**config.mk**
```make
export PLATFORM = sky130hd
export DESIGN_NAME = pwm_chan
export DESIGN_NICKNAME = d
export VERILOG_FILES = /design/src/rtl/pwm_chan_pkg.sv /design/src/rtl/pwm_chan_shadow.sv /design/src/rtl/pwm_chan_cnt.sv /design/src/rtl/pwm_chan_out.sv /design/src/rtl/pwm_chan.sv
export SDC_FILE = /design/constraint.sdc
export NUM_CORES = 1
export LEC_CHECK = 0
export ABC_AREA = 1
export BUFFER_PORTS_ARGS = -buffer_cell sky130_fd_sc_hd__buf_2
export CORE_ASPECT_RATIO = 0.5
export CORE_UTILIZATION = 45
export DETAILED_ROUTE_END_ITERATION = 12
export HOLD_SLACK_MARGIN = 0.1
export PLACE_DENSITY = 0.62
export SLEW_MARGIN = 10
export SYNTH_ARGS = -nofsm -noshare
export SYNTH_HDL_FRONTEND = slang
export SYNTH_SLANG_ARGS = --single-unit
```
**constraint.sdc**
```tcl
create_clock -name clk -period 6.23 [get_ports clk]
set_clock_uncertainty 0.1 [all_clocks]
set_input_delay 0.3115 -clock clk [delete_from_list [all_inputs] [get_ports clk]]
set_output_delay 0.3115 -clock clk [all_outputs]
set_load 0.1 [all_outputs]
```
**src/rtl/pwm_chan_pkg.sv**
```systemverilog
package pwm_chan_pkg;

  typedef enum logic {
    DIR_UP = 1'b0,
    DIR_DN = 1'b1
  } cnt_dir_e;

  typedef struct packed {
    logic center;
    logic evt_mid;
  } pwm_mode_t;

endpackage

```
**src/rtl/pwm_chan_shadow.sv**
```systemverilog
module pwm_chan_shadow
  import pwm_chan_pkg::*;
#(
  parameter int WIDTH = 8
) (
  input  logic             clk,
  input  logic             rst_n,
  input  logic             load,
  input  logic [WIDTH-1:0] cfg_prd,
  input  logic [WIDTH-1:0] cfg_dty,
  input  pwm_mode_t        cfg_mode,
  output logic [WIDTH-1:0] prd_w,
  output logic [WIDTH-1:0] dty_w,
  output pwm_mode_t        mode_w
);

  localparam logic [WIDTH-1:0] PRD_MIN = WIDTH'(1);

  logic [WIDTH-1:0] prd_d;
  logic [WIDTH-1:0] dty_d;
  pwm_mode_t        mode_d;

  always_comb begin
    prd_d  = prd_w;
    dty_d  = dty_w;
    mode_d = mode_w;
    if (load) begin
      prd_d  = (cfg_prd == '0) ? PRD_MIN : cfg_prd;
      dty_d  = cfg_dty;
      mode_d = cfg_mode;
    end
  end

  always_ff @(posedge clk or negedge rst_n) begin
    if (!rst_n) begin
      prd_w  <= PRD_MIN;
      dty_w  <= '0;
      mode_w <= '0;
    end else begin
      prd_w  <= prd_d;
      dty_w  <= dty_d;
      mode_w <= mode_d;
    end
  end

  AST_PRD_NONZERO: assert property (@(posedge clk) disable iff (!rst_n)
    prd_w != '0);

endmodule

```
**src/rtl/pwm_chan_cnt.sv**
```systemverilog
module pwm_chan_cnt
  import pwm_chan_pkg::*;
#(
  parameter int WIDTH = 8
) (
  input  logic             clk,
  input  logic             rst_n,
  input  logic             en,
  input  logic [WIDTH-1:0] prd_w,
  input  pwm_mode_t        mode_w,
  output logic [WIDTH-1:0] cnt,
  output logic             run,
  output logic             end_ev,
  output logic             mid_ev
);

  localparam logic [WIDTH-1:0] ONE = WIDTH'(1);

  logic [WIDTH-1:0] cnt_d;
  cnt_dir_e         dir_q;
  cnt_dir_e         dir_d;
  logic             run_d;
  logic             going_up;

  assign going_up = (dir_q == DIR_UP);

  always_comb begin
    if (mode_w.center) begin
      mid_ev = run && going_up && (cnt == prd_w);
      end_ev = run && ((!going_up && (cnt == ONE)) ||
                       (going_up && (cnt == prd_w) && (prd_w == ONE)));
    end else begin
      mid_ev = 1'b0;
      end_ev = run && (cnt == (prd_w - ONE));
    end
  end

  always_comb begin
    cnt_d = cnt;
    dir_d = dir_q;
    run_d = run;
    if (!en) begin
      cnt_d = '0;
      dir_d = DIR_UP;
      run_d = 1'b0;
    end else if (!run) begin
      run_d = 1'b1;
    end else if (end_ev) begin
      cnt_d = '0;
      dir_d = DIR_UP;
    end else if (mid_ev) begin
      cnt_d = cnt - ONE;
      dir_d = DIR_DN;
    end else if (going_up) begin
      cnt_d = cnt + ONE;
    end else begin
      cnt_d = cnt - ONE;
    end
  end

  always_ff @(posedge clk or negedge rst_n) begin
    if (!rst_n) begin
      cnt   <= '0;
      dir_q <= DIR_UP;
      run   <= 1'b0;
    end else begin
      cnt   <= cnt_d;
      dir_q <= dir_d;
      run   <= run_d;
    end
  end

  AST_EDGE_BELOW_PRD: assert property (@(posedge clk) disable iff (!rst_n)
    (run && !mode_w.center) |-> (cnt < prd_w));
  AST_CTR_WITHIN_PRD: assert property (@(posedge clk) disable iff (!rst_n)
    run |-> (cnt <= prd_w));
  AST_IDLE_CLEARS: assert property (@(posedge clk) disable iff (!rst_n)
    !en |=> (cnt == '0 && !run));

endmodule

```
**src/rtl/pwm_chan_out.sv**
```systemverilog
module pwm_chan_out
  import pwm_chan_pkg::*;
#(
  parameter int WIDTH = 8
) (
  input  logic             clk,
  input  logic             rst_n,
  input  logic             en,
  input  logic             run,
  input  logic [WIDTH-1:0] cnt,
  input  logic [WIDTH-1:0] prd_w,
  input  logic [WIDTH-1:0] dty_w,
  input  pwm_mode_t        mode_w,
  input  logic             end_ev,
  input  logic             mid_ev,
  input  logic             cfg_pol,
  output logic             wave_o,
  output logic             irq_o
);

  logic pol_q;
  logic pol_d;
  logic irq_d;
  logic active;

  always_comb begin
    pol_d  = en ? pol_q : cfg_pol;
    irq_d  = en && (end_ev || (mode_w.center && mode_w.evt_mid && mid_ev));
    active = (cnt < dty_w) || (dty_w >= prd_w);
    wave_o = run ? (active ? pol_q : ~pol_q) : pol_q;
  end

  always_ff @(posedge clk or negedge rst_n) begin
    if (!rst_n) begin
      pol_q <= 1'b0;
      irq_o <= 1'b0;
    end else begin
      pol_q <= pol_d;
      irq_o <= irq_d;
    end
  end

  AST_POL_FROZEN: assert property (@(posedge clk) disable iff (!rst_n)
    en |=> $stable(pol_q));
  AST_ZERO_DUTY_FLAT: assert property (@(posedge clk) disable iff (!rst_n)
    (run && $past(run) && dty_w == '0 && $past(dty_w) == '0) |-> $stable(wave_o));
  AST_IRQ_NEEDS_RUN: assert property (@(posedge clk) disable iff (!rst_n)
    irq_o |-> $past(run));

endmodule

```
**src/rtl/pwm_chan.sv**
```systemverilog
module pwm_chan
  import pwm_chan_pkg::*;
#(
  parameter int WIDTH = 8
) (
  input  logic             clk,
  input  logic             rst_n,
  input  logic             en,
  input  logic [WIDTH-1:0] cfg_prd,
  input  logic [WIDTH-1:0] cfg_dty,
  input  logic             cfg_pol,
  input  logic             cfg_center,
  input  logic             cfg_evt_mid,
  output logic             wave_o,
  output logic             irq_o
);

  logic [WIDTH-1:0] prd_w;
  logic [WIDTH-1:0] dty_w;
  pwm_mode_t        mode_w;
  pwm_mode_t        cfg_mode;
  logic [WIDTH-1:0] cnt;
  logic             run;
  logic             end_ev;
  logic             mid_ev;
  logic             load;

  assign cfg_mode = '{center: cfg_center, evt_mid: cfg_evt_mid};
  assign load     = !run || end_ev;

  pwm_chan_shadow #(.WIDTH(WIDTH)) u_shadow (
    .clk      (clk),
    .rst_n    (rst_n),
    .load     (load),
    .cfg_prd  (cfg_prd),
    .cfg_dty  (cfg_dty),
    .cfg_mode (cfg_mode),
    .prd_w    (prd_w),
    .dty_w    (dty_w),
    .mode_w   (mode_w)
  );

  pwm_chan_cnt #(.WIDTH(WIDTH)) u_cnt (
    .clk    (clk),
    .rst_n  (rst_n),
    .en     (en),
    .prd_w  (prd_w),
    .mode_w (mode_w),
    .cnt    (cnt),
    .run    (run),
    .end_ev (end_ev),
    .mid_ev (mid_ev)
  );

  pwm_chan_out #(.WIDTH(WIDTH)) u_out (
    .clk     (clk),
    .rst_n   (rst_n),
    .en      (en),
    .run     (run),
    .cnt     (cnt),
    .prd_w   (prd_w),
    .dty_w   (dty_w),
    .mode_w  (mode_w),
    .end_ev  (end_ev),
    .mid_ev  (mid_ev),
    .cfg_pol (cfg_pol),
    .wave_o  (wave_o),
    .irq_o   (irq_o)
  );

  AST_IRQ_AT_START: assert property (@(posedge clk) disable iff (!rst_n)
    (irq_o && !(mode_w.center && mode_w.evt_mid)) |-> (cnt == '0));

endmodule

```
# == After elaboration in Yosys (flattened, before gate mapping) ==
# Index checks and enable logic that the tools add are counted.
# word_totals
output_inout_bits,2
regBits,30
# op_classes
n_eq_ne,6
muxes,15
addsub,3
n_reduce_logical,17
bitwise_logic,2
n_lt_le_gt_ge,2
# op_table
operator,count
2-to-1 mux 8 bit,6
"equality test 8 x 1 -> 1 bit, second input constant",2
equality test 8 bit,2
"subtractor 8 x 1 -> 8 bit, second input constant",2
logical AND 1 bit,10
2-to-1 mux 1 bit,9
"adder 8 x 1 -> 8 bit, second input constant",1
greater-or-equal comparator 8 bit,1
logical NOT 8 bit,1
< comparator 8 bit,1
logical OR 1 bit,4
"inequality test 3 x 1 -> 1 bit, second input constant",1
"inequality test 2 x 1 -> 1 bit, second input constant",1
NOT 1 bit,2
AND reduction 2 bit,1
logical NOT 1 bit,1

# == Longest topological paths before layout ==
# Gate-level depths: netlist of run 1.
# depth
ltp_word,9
mapped_depth,15
ltp_nobuf,14

# == Modules after synthesis ==
# From an unflattened synthesis of run 1, not the netlist that was laid out.
# hier_totals
hier_cells,378
area_unflattened_um2,2696.3
# by_module_without_submodules
module,instances,area_per_inst_um2,cells_per_inst
pwm_chan_cnt,1,1416.4,246
pwm_chan_shadow,1,768.2,50
pwm_chan_out,1,504.2,80
pwm_chan,1,7.5,2

# == Least setup slack after synthesis of run 1 ==
# Ideal clock, no wire load.
# synth_timing
path_kind,reg-to-output
from,reg u_shadow.prd_w[1]
to,out wave_o
arrival_ps,2018
required_time_ps,5818
path_slack_ps,3800
path_buffers,0
stages_incl_launch_ff,11
path_cell_list,dfrtp_1 -> inv_1 -> ha_1 -> a21oi_1 -> o21a_1 -> o21bai_1 -> nor2_1 -> nand3b_1 -> nand2_1 -> nand2_1 -> nand2_1
# synth_between
elab_chain_len,4
# synth_lines
element,line,source
"start, declared",pwm_chan_shadow.sv:12,"output logic [WIDTH-1:0] prd_w,"
"start signal, assigned",pwm_chan_shadow.sv:40,prd_w <= prd_d;
greater-or-equal comparator 8 bit,pwm_chan_out.sv:29,active = (cnt < dty_w) || (dty_w >= prd_w);
logical OR 1 bit,pwm_chan_out.sv:29,
2-to-1 mux 1 bit (2 in series),pwm_chan_out.sv:30,wave_o = run ? (active ? pol_q : ~pol_q) : pol_q;
"end, declared",pwm_chan.sv:14,"output logic wave_o,"
# No other way between the ends.

# == Worst setup path after layout of run 1 ==
# Ends and elaborated chain as after synthesis.

==> results of run 1 <==
[repair_timing]
item,4_1_cts,5_1_grt
hold buffers,1,0
endpoints found under the setup margin,0,0
hold endpoints to repair,29,0
buffers inserted,0,0
[how the worst max path moves through the flow]
stage / start / endpoint / slack, ps / cells after the start
floorplan: u_shadow.prd_w[1]$_DFFE_PN0P_ / wave_o / 3800 / 10
global placement: u_shadow.prd_w[0]$_DFFE_PN1P_ / u_shadow.prd_w[7]$_DFFE_PN0P_ / 3790 / 14
detailed placement: u_shadow.prd_w[1]$_DFFE_PN0P_ / wave_o / 3760 / 11
CTS: u_shadow.prd_w[1]$_DFFE_PN0P_ / wave_o / 3470 / 11
global route: u_shadow.prd_w[1]$_DFFE_PN0P_ / wave_o / 3280 / 11
finish: u_shadow.prd_w[1]$_DFFE_PN0P_ / wave_o / 3440 / 11
[per-layer routing]
metal	global-route usage	wire [um]	up-vias
met5	0	0	-
met4	0.0381	105	0
met3	0.0577	398	14
met2	0.374	2750	58
met1	0.316	3210	1095
li1	-	-	1211
[state kept, by name (all words and copies together), names as in the netlist]
register / count
u_cnt.cnt: 8
u_cnt.dir_q: 1
u_cnt.run: 1
u_out.irq_o: 1
u_out.pol_q: 1
u_shadow.dty_w: 8
u_shadow.mode_w: 2
u_shadow.prd_w: 8
[Yosys cell counts (3+ instances only)]
master	n	area, um^2
nand4_1	7	43.8
xor2_1	10	87.6
o21ai_2	19	166
xnor2_1	4	35.0
dfrtp_1	29	726
inv_2	8	30.0
nand2_1	114	428
nand2_2	20	125
o21ai_0	3	15.0
nor3_1	4	20.0
inv_1	31	116
nor2_1	29	109
a21oi_1	10	50.1
buf_6	5	56.3
nand3_1	28	140
ha_1	20	250
[cells by family after synthesis]
| family | share of synthesized area |
|---|---|
| AOI/OAI and AO/OA | 0.107 |
| xor gates and xnor gates | 0.0463 |
| DFF | 0.284 |
| and+or+nand+nor | 0.363 |
| adders and majority gates | 0.0946 |
| buffers and inverters | 0.105 |
[worst max-delay path: stages, from the launching register on]
cell	delay, ps
dfrtp_1	400
inv_1	180
ha_1	270
a21oi_1	150
o21a_1	120
o21bai_1	60
nor2_1	140
nand3b_1	90
nand2_1	130
nand2_1	70
nand2_1	80
buf_2	420
[through the flow]
| stage | total power, W | cells | hold WS, ps | utilization | worst slack, ps |
|---|---|---|---|---|---|
| 2_1_floorplan | 0.000427 | 366 | -84.1 | - | 3800 |
| 3_3_place_gp | 0.000471 | 453 | 297 | 0.494 | 3790 |
| 3_5_place_dp | 0.000476 | 453 | 307 | 0.494 | 3760 |
| 4_1_cts | 0.000724 | 462 | 138 | 0.522 | 3470 |
| 5_1_grt | 0.000771 | 462 | 141 | 0.522 | 3280 |
| 6_report | 0.000721 | 462 | 141 | 0.522 | 3440 |
[final cells by class]
cell class	count	area [um^2]
tap	73	91.3
fill	562	2660
clock buffer	7	143
inverter	43	174
sequential	30	752
clock inverter	1	5.00
multi-input combinational	284	1620
timing repair buffer	24	125
[power by group through the flow]
stage                     Clock, W  Sequential, W  Combinational, W
after floorplan                  0       0.000238          0.000190
after global placement           0       0.000244          0.000227
after detailed placement         0       0.000245          0.000231
after CTS                 0.000249       0.000241          0.000233
after global routing      0.000261       0.000245          0.000265
final                     0.000247       0.000242          0.000232
==> impl_metrics.tcl, run 1 <==
set metrics [dict create \
    die_w_um 110 \
    syn2layout_area_growth_pct 9.79 \
    layout_common_cells "114 x nand2_1, 31 x inv_1, 29 x nor2_1, 29 x dfrtp_1, 28 x nand3_1" \
    io_pins 24 \
    outcome "finished, final reports clean" \
    ys_seq_area_frac 0.284 \
    die_y_um 56.2 \
    hp-start "cfg_pol" \
    clock_tree.root_cell "clkbuf_16" \
    rsz0062_at_grt "no" \
    dieArea_um2 6210 \
    port_buffers 23 \
    finalCritPeriodShare 0.448 \
    yosysWarnings 0 \
    antenna_found_initial 0 \
    h-tree-depth 2 \
    synth_seq_cells 30 \
    via_per_inst 5.15 \
    rrSetupSlack_ps 3770 \
    grt_use_total 0.230 \
    synth_edf_count 0 \
    reg2reg_depth 14 \
    maxCapViolations 0 \
    first_global_vias 2348 \
    dpl.hpwl_mm 5.10 \
    r2r-end "u_shadow.prd_w[7]$_DFFE_PN0P_" \
    clockPowerShare 0.342 \
    period_minus_slack_ps 2790 \
    nets 430 \
    cts.clk_slew.worst_paths_ps 50 \
    path_max_fanout 5 \
    worstSkewPairLatency_ps 270 \
    max_freq_mhz 358 \
    p_sw_w 0.000264 \
    cts_tree "built" \
    syn_area_um2 2650 \
    clock_sinks 30 \
    worst_hold_path.num_cells 3 \
    drive_above_1_share 0.226 \
    synth_nets 408 \
    slew_violations 0 \
    p_seq_frac 0.336 \
    wl_per_cell_um 14.0 \
    hp-class "in2reg" \
    first_pass_iters 5 \
    combPwrFrac 0.322 \
    grt_max_degree 38 \
    final.setup.tns_ps 0 \
    stdcell_area_um2 2910 \
    routed_wl_mm 6.47 \
    cellPowerDensity_nw_per_um2 248 \
    holdPathEnd "u_out.pol_q$_DFFE_PN0N_" \
    insertedDiodeCount 0 \
    grt_pass1_wl_mm 11.2 \
    drt_iter0_markers 86 \
    worst_ep_arrival_time_ps 2380 \
    drc_errors 0 \
    initial_core_util 0.476 \
    setup_viol 0 \
    synth.distinct_cells 35 \
    placed_area_um2 2750 \
    leakage_nw 1.55 \
    critical_path.startpoint_type "flop" \
    tightest_slew_ps 725 \
    swShare 0.366 \
    globalRouteOverflowTotal 0 \
    gp_congestion 0.859 \
    cp_data_required_time_ps 5820 \
    ys.flop_type "dfrtp_1" \
    endpoint_kind "output port" \
    internal-power_w 0.000457 \
    ctsResizeCount 0 \
    cts_buffers 5 \
    vias 2378 \
    reg2reg_from "u_shadow.prd_w[0]$_DFFE_PN1P_" \
    syn_inst 366 \
    syn_avg_cell_area_um2 7.23 \
    slew_headroom 0.517 \
    final_common_cell "nand2_1" \
    async_flop_share 1.00 \
    crit_type "reg2out" \
    fp.coreArea_um2 5560 \
    irDropWorstVdd_v 0.000147 \
    hold_viol 0 \
    rows 19 \
    cts.path.max_buffers 2 \
    ant_nets 0 \
]
No activity file was read; power rests on OpenSTA's default activity.
==> inputs of run 2 (changes only) <==
- PLACE_DENSITY: 0.62 -> 0.65
- clock period: 6.23 -> 2.3 ns (I/O delays scaled with it)
==> impl_metrics.tcl, run 2 (same netlist as run 1, synthesis figures left out) <==
set metrics [dict create \
    grt_pass1_wl_mm 12.4 \
    drc_errors 0 \
    max_freq_mhz 451 \
    rows 19 \
    nets 467 \
    slew_headroom 0.541 \
    h-tree-depth 2 \
    irDropWorstVdd_v 0.000352 \
    slew_violations 0 \
    cellPowerDensity_nw_per_um2 637 \
    largest_registers "u_cnt.cnt (8), u_shadow.dty_w (8), u_shadow.prd_w (8)" \
    initial_core_util 0.476 \
    clock_sinks 30 \
    endpoint_kind "output port" \
    finalCritPeriodShare 0.964 \
    final_common_cell "nand2_1" \
    port_buffers 23 \
    first_global_vias 2512 \
    via_per_inst 5.32 \
    grt_max_degree 38 \
    globalRouteOverflowTotal 0 \
    vias 2655 \
    io_pins 24 \
    p_sw_w 0.000835 \
    cts_tree "built" \
    hold_viol 0 \
    combPwrFrac 0.384 \
    leakage_nw 1.72 \
    gp_congestion 0.918 \
    grt_use_total 0.257 \
    dieArea_um2 6210 \
    first_pass_iters 5 \
    outcome "finished, final reports clean" \
    swShare 0.385 \
    wl_per_cell_um 15.8 \
    reg2reg_depth 13 \
    cts.clk_slew.worst_paths_ps 60 \
    layout_common_cells "111 x nand2_1, 28 x nor2_1, 27 x inv_1, 27 x nand3_1, 26 x dfrtp_1" \
    die_y_um 56.2 \
    syn2layout_area_growth_pct 28.5 \
    dpl.hpwl_mm 5.46 \
    tightest_slew_ps 689 \
    die_w_um 110 \
    worst_ep_arrival_time_ps 2000 \
    routed_wl_mm 7.91 \
    antenna_found_initial 0 \
    crit_type "reg2out" \
    stdcell_area_um2 3400 \
    period_minus_slack_ps 2220 \
    placed_area_um2 2830 \
    cp_data_required_time_ps 2090 \
    clockPowerShare 0.314 \
    ant_nets 0 \
    insertedDiodeCount 0 \
    fp.coreArea_um2 5560 \
    maxCapViolations 0 \
    clock_tree.root_cell "clkbuf_16" \
    path_max_fanout 5 \
    r2r-end "u_shadow.prd_w[3]$_DFFE_PN0P_" \
    rrSetupSlack_ps 120 \
    internal-power_w 0.00133 \
    reg2reg_from "u_shadow.prd_w[0]$_DFFE_PN1P_" \
    postLayoutCoreUtil 0.611 \
    critical_path.startpoint_type "flop" \
    drt_iter0_markers 243 \
    p_seq_frac 0.302 \
    cts.path.max_buffers 2 \
    rsz0062_at_grt "yes" \
    drive_above_1_share 0.291 \
    cts_buffers 5 \
    worstSkewPairLatency_ps 280 \
    hp-class "in2async" \
    setup_viol 0 \
]
## run 2: cell types whose count changed in the layout (fill, tap and decap cells not counted), moves of 3 or more
cell,previous run,this run
dlygate4sd3_1,1,22
dfrtp_1,29,26
inv_1,31,27
nand2_2,20,23
ha_1,20,15
ha_4,0,5
nand2_8,1,5
inv_2,8,11
buf_4,0,11
nand2_1,114,111
dfrtp_2,0,3
## run 2: power groups by stage
stage	registers, W	logic (W)	clock network [W]
6_report	0.000655	0.000832	0.000680
5_1_grt	0.000660	0.000927	0.000715
4_1_cts	0.000647	0.000738	0.000689
3_5_place_dp	0.000655	0.000678	0
3_3_place_gp	0.000654	0.000659	0
2_1_floorplan	0.000644	0.000513	0
## run 2: worst max-delay path, cell delays in order (launching register included)
cell and delay, ps:
dfrtp_2 430, inv_4 80, ha_4 270, nand2_2 60, o21a_1 180, o21bai_1 170, nor2_2 60, nand2_1 60
nand2_1 40, nand2_1 50, nand2_1 50, nand2_2 80, buf_12 170
## run 2: through the flow
step                total power [W]  setup slack [ps]  setup TNS (ps)  hold WS [ps]  cells
floorplan                   0.00116              66.6               0          -281    366
global placement            0.00131               116               0           103    462
detailed placement          0.00133              46.3               0           110    462
CTS                         0.00207              3.61               0           367    494
global route                0.00230             -32.5            -112           406    499
finish                      0.00217              83.1               0           314    499
## run 2: layout make-up
cell class / count / area, um^2
Clock buffer: 6 / 139
Clock inverter: 2 / 12.5
Tap cell: 73 / 91.3
Multi-Input combinational cell: 288 / 1780
Inverter: 43 / 176
Timing Repair Buffer: 57 / 444
Sequential cell: 30 / 756
Fill cell: 496 / 2160
## run 2: timing repair
| action | in CTS | in global routing |
|---|---|---|
| buffers inserted | 2 | 1 |
| gates cloned | 0 | 4 |
| hold buffers | 22 | 0 |
| gates resized for setup | 7 | 18 |
| pin swaps | 1 | 5 |
| hold endpoints to repair | 51 | 0 |
| setup endpoints to repair | 1 | 28 |
## run 2: how the worst max path moves through the flow
stage	end	from	slack [ps]	cells after the start
2_1_floorplan	wave_o	u_shadow.prd_w[1]$_DFFE_PN0P_	70	10
3_3_place_gp	u_shadow.dty_w[0]$_DFFE_PN0P_	u_shadow.prd_w[0]$_DFFE_PN1P_	120	14
3_5_place_dp	u_shadow.prd_w[7]$_DFFE_PN0P_	u_shadow.prd_w[0]$_DFFE_PN1P_	50	13
4_1_cts	wave_o	u_shadow.prd_w[3]$_DFFE_PN0P_	4	11
5_1_grt	wave_o	u_shadow.prd_w[4]$_DFFE_PN0P_	-30	12
6_report	wave_o	u_shadow.prd_w[3]$_DFFE_PN0P_	80	12
## run 2: routing by layer
layer  up-vias  track usage  part of all wire
li1       1295            -                 -
met1      1241        0.371              0.49
met2       101        0.378              0.41
met3        18       0.0719             0.079
met4         0       0.0571             0.020
met5         -            0                 0
==> inputs of run 3 (changes only) <==
- CELL_PAD_IN_SITES_DETAIL_PLACEMENT: not set -> 1
- CELL_PAD_IN_SITES_GLOBAL_PLACEMENT: not set -> 1
- CORE_UTILIZATION: 45 -> 40
- GPL_TIMING_DRIVEN: not set -> 0
- PLACE_DENSITY: 0.65 -> 0.76
==> impl_metrics.tcl, run 3 (same netlist as run 1, synthesis figures left out) <==
set metrics [dict create \
    fp.coreArea_um2 6230 \
    rows 20 \
    tightest_slew_ps 717 \
    grt_pass1_wl_mm 14.8 \
    crit_type "reg2out" \
    antenna_found_initial 0 \
    dp.cells 477 \
    path_buf_inv 2 \
    ant_nets 0 \
    reg2reg_from "u_shadow.prd_w[0]$_DFFE_PN1P_" \
    first_global_vias 2848 \
    grt_use_total 0.294 \
    clock_tree.root_cell "clkbuf_16" \
    max_freq_mhz 425 \
    drt_iter0_markers 147 \
    gp_congestion 0.841 \
    cp_num_cells 11 \
    finalCritPeriodShare 1.02 \
    n_fill_cell 770 \
    path_max_fanout 5 \
    nets 471 \
    rrSetupSlack_ps 0 \
    largest_registers "u_cnt.cnt (8), u_shadow.dty_w (8), u_shadow.prd_w (8)" \
    setup_viol 2 \
    violations "setup timing" \
    drc_errors 0 \
    r2r-end "u_shadow.prd_w[0]$_DFFE_PN1P_" \
    critical_path.startpoint_type "flop" \
    worstSkewPairLatency_ps 280 \
    period_minus_slack_ps 2350 \
    insertedDiodeCount 0 \
    syn2layout_area_growth_pct 30.4 \
    instances_no_fill 518 \
    drive_above_1_share 0.298 \
    fin_ws_ps -50.4 \
    rsz0062_at_grt "yes" \
    crit_path_start "u_shadow.prd_w[1]$_DFFE_PN0P_" \
    path_common_cell "nand2_1" \
    irDropWorstVdd_v 0.000457 \
    hp-class "in2async" \
    worst_ep_arrival_time_ps 2140 \
    cellPowerDensity_nw_per_um2 664 \
    final.setup.tns_ps -51.6 \
    maxCapViolations 0 \
    cts_tree "built" \
    hold_viol 0 \
    die_y_um 59.5 \
    io_pins 24 \
    initial_core_util 0.425 \
    wl_met2_mm 4.52 \
    port_buffers 23 \
    routed_wl_mm 9.63 \
    dieArea_um2 6960 \
    slew_violations 0 \
    reg2reg_depth 15 \
    outcome "complete, but fails checks" \
    leakage_nw 1.76 \
    dpl.hpwl_mm 6.45 \
    wl_per_cell_um 18.6 \
    clock_sinks 30 \
    crit_family "simple AND/OR/NAND/NOR gates" \
    via_per_inst 5.31 \
    die_w_um 117 \
    dr_wl_met3_um 562 \
    cp_cell_sequence "inv_4, ha_1, a21oi_2, o21a_1, o21bai_1, nor2_2, nand3b_1, nand2_1, nand2_1, nand2_2, buf_12" \
    cts.clk_slew.worst_paths_ps 60 \
    layout_common_cells "111 x nand2_1, 28 x nor2_1, 26 x inv_1, 26 x nand3_1, 24 x dfrtp_1" \
    h-tree-depth 2 \
    endpoint_kind "output port" \
    worst_path_largest_cell_delay_ps 440 \
    endpoint "wave_o" \
    crit_slowest_cell "dfrtp_2" \
    final_common_cell "nand2_1" \
    cts_buffers 5 \
    grt_max_degree 31 \
    slew_headroom 0.522 \
    wl_met1_mm 4.33 \
    top_layer "met4" \
    first_pass_iters 4 \
    cp_data_required_time_ps 2090 \
    vias 2749 \
    total_power_w 0.00229 \
    cts.path.max_buffers 2 \
    globalRouteOverflowTotal 0 \
]
==> run 3: what timing repair did <==
| item | CTS | global route |
|---|---|---|
| setup endpoints to repair | 27 | 29 |
| pin swaps | 2 | 9 |
| setup buffers | 5 | 7 |
| resized for setup | 16 | 13 |
| endpoints found under the hold margin | 49 | 0 |
| hold buffers | 21 | 0 |
==> run 3: cell type report <==
type	count	area, um^2	share of cell area
plain buffers	9	114	0.0330
inverters	43	179	0.0518
well taps	88	110	0.0319
clock inverters	2	37.5	0.0109
clock buffers	6	129	0.0373
repair buffers	56	455	0.132
flip-flops and latches	30	758	0.220
multi-input cells	284	1670	0.483
==> run 3: how the worst min path moves through the flow <==
| stage | end | slack, ps | depth (start not counted) |
|---|---|---|---|
| after floorplan | u_cnt.cnt[0]$_DFFE_PN0P_ | -280 | 0 |
| final | u_shadow.dty_w[1]$_DFFE_PN0P_ | 340 | 2 |
| after CTS | u_cnt.cnt[4]$_DFFE_PN0P_ | 350 | 2 |
| after global routing | u_cnt.run$_DFF_PN0_ | 400 | 2 |
| after detailed placement | u_shadow.dty_w[5]$_DFFE_PN0P_ | 100 | 1 |
| after global placement | u_shadow.dty_w[4]$_DFFE_PN0P_ | 90 | 1 |
==> run 3: through the flow <==
stage / hold WS, ps / worst slack, ps / utilization / area, um^2
4_1_cts: 347 / -25.8 / 0.538 / 3350
6_report: 337 / -50.4 / 0.554 / 3450
2_1_floorplan: -281 / 66.6 / - / 2650
3_5_place_dp: 97.2 / -91.8 / 0.461 / 2870
3_3_place_gp: 86.4 / -74.4 / 0.461 / 2870
5_1_grt: 405 / -174 / 0.554 / 3450
==> run 3: metal layers <==
layer	up-vias	global-route usage
li1	1301	-
met1	1312	0.395
met2	115	0.494
met3	21	0.0440
met4	0	0.0868
met5	-	0
==> run 3: worst register-to-register path, cell delays in order (launching register included) <==
cell     delay (ps)
dfstp_2         580
inv_2            90
ha_1            300
inv_1            40
nand2_1          50
nand2_1          40
nor2_1           80
nand3_1          70
nor2_1          120
nand3_2         110
nand2_2         130
nand2_4          90
nand2_8         120
buf_12          160
nand2_2          70
o21ai_2          70
==> run 3: where the power goes <==
group | leakage (nW) | switching, W | total (W) | internal, W
logic | 1.31 | 0.000531 | 0.000876 | 0.000345
clock network | 0.0771 | 0.000248 | 0.000759 | 0.000511
registers | 0.371 | 0.0000693 | 0.000658 | 0.000589
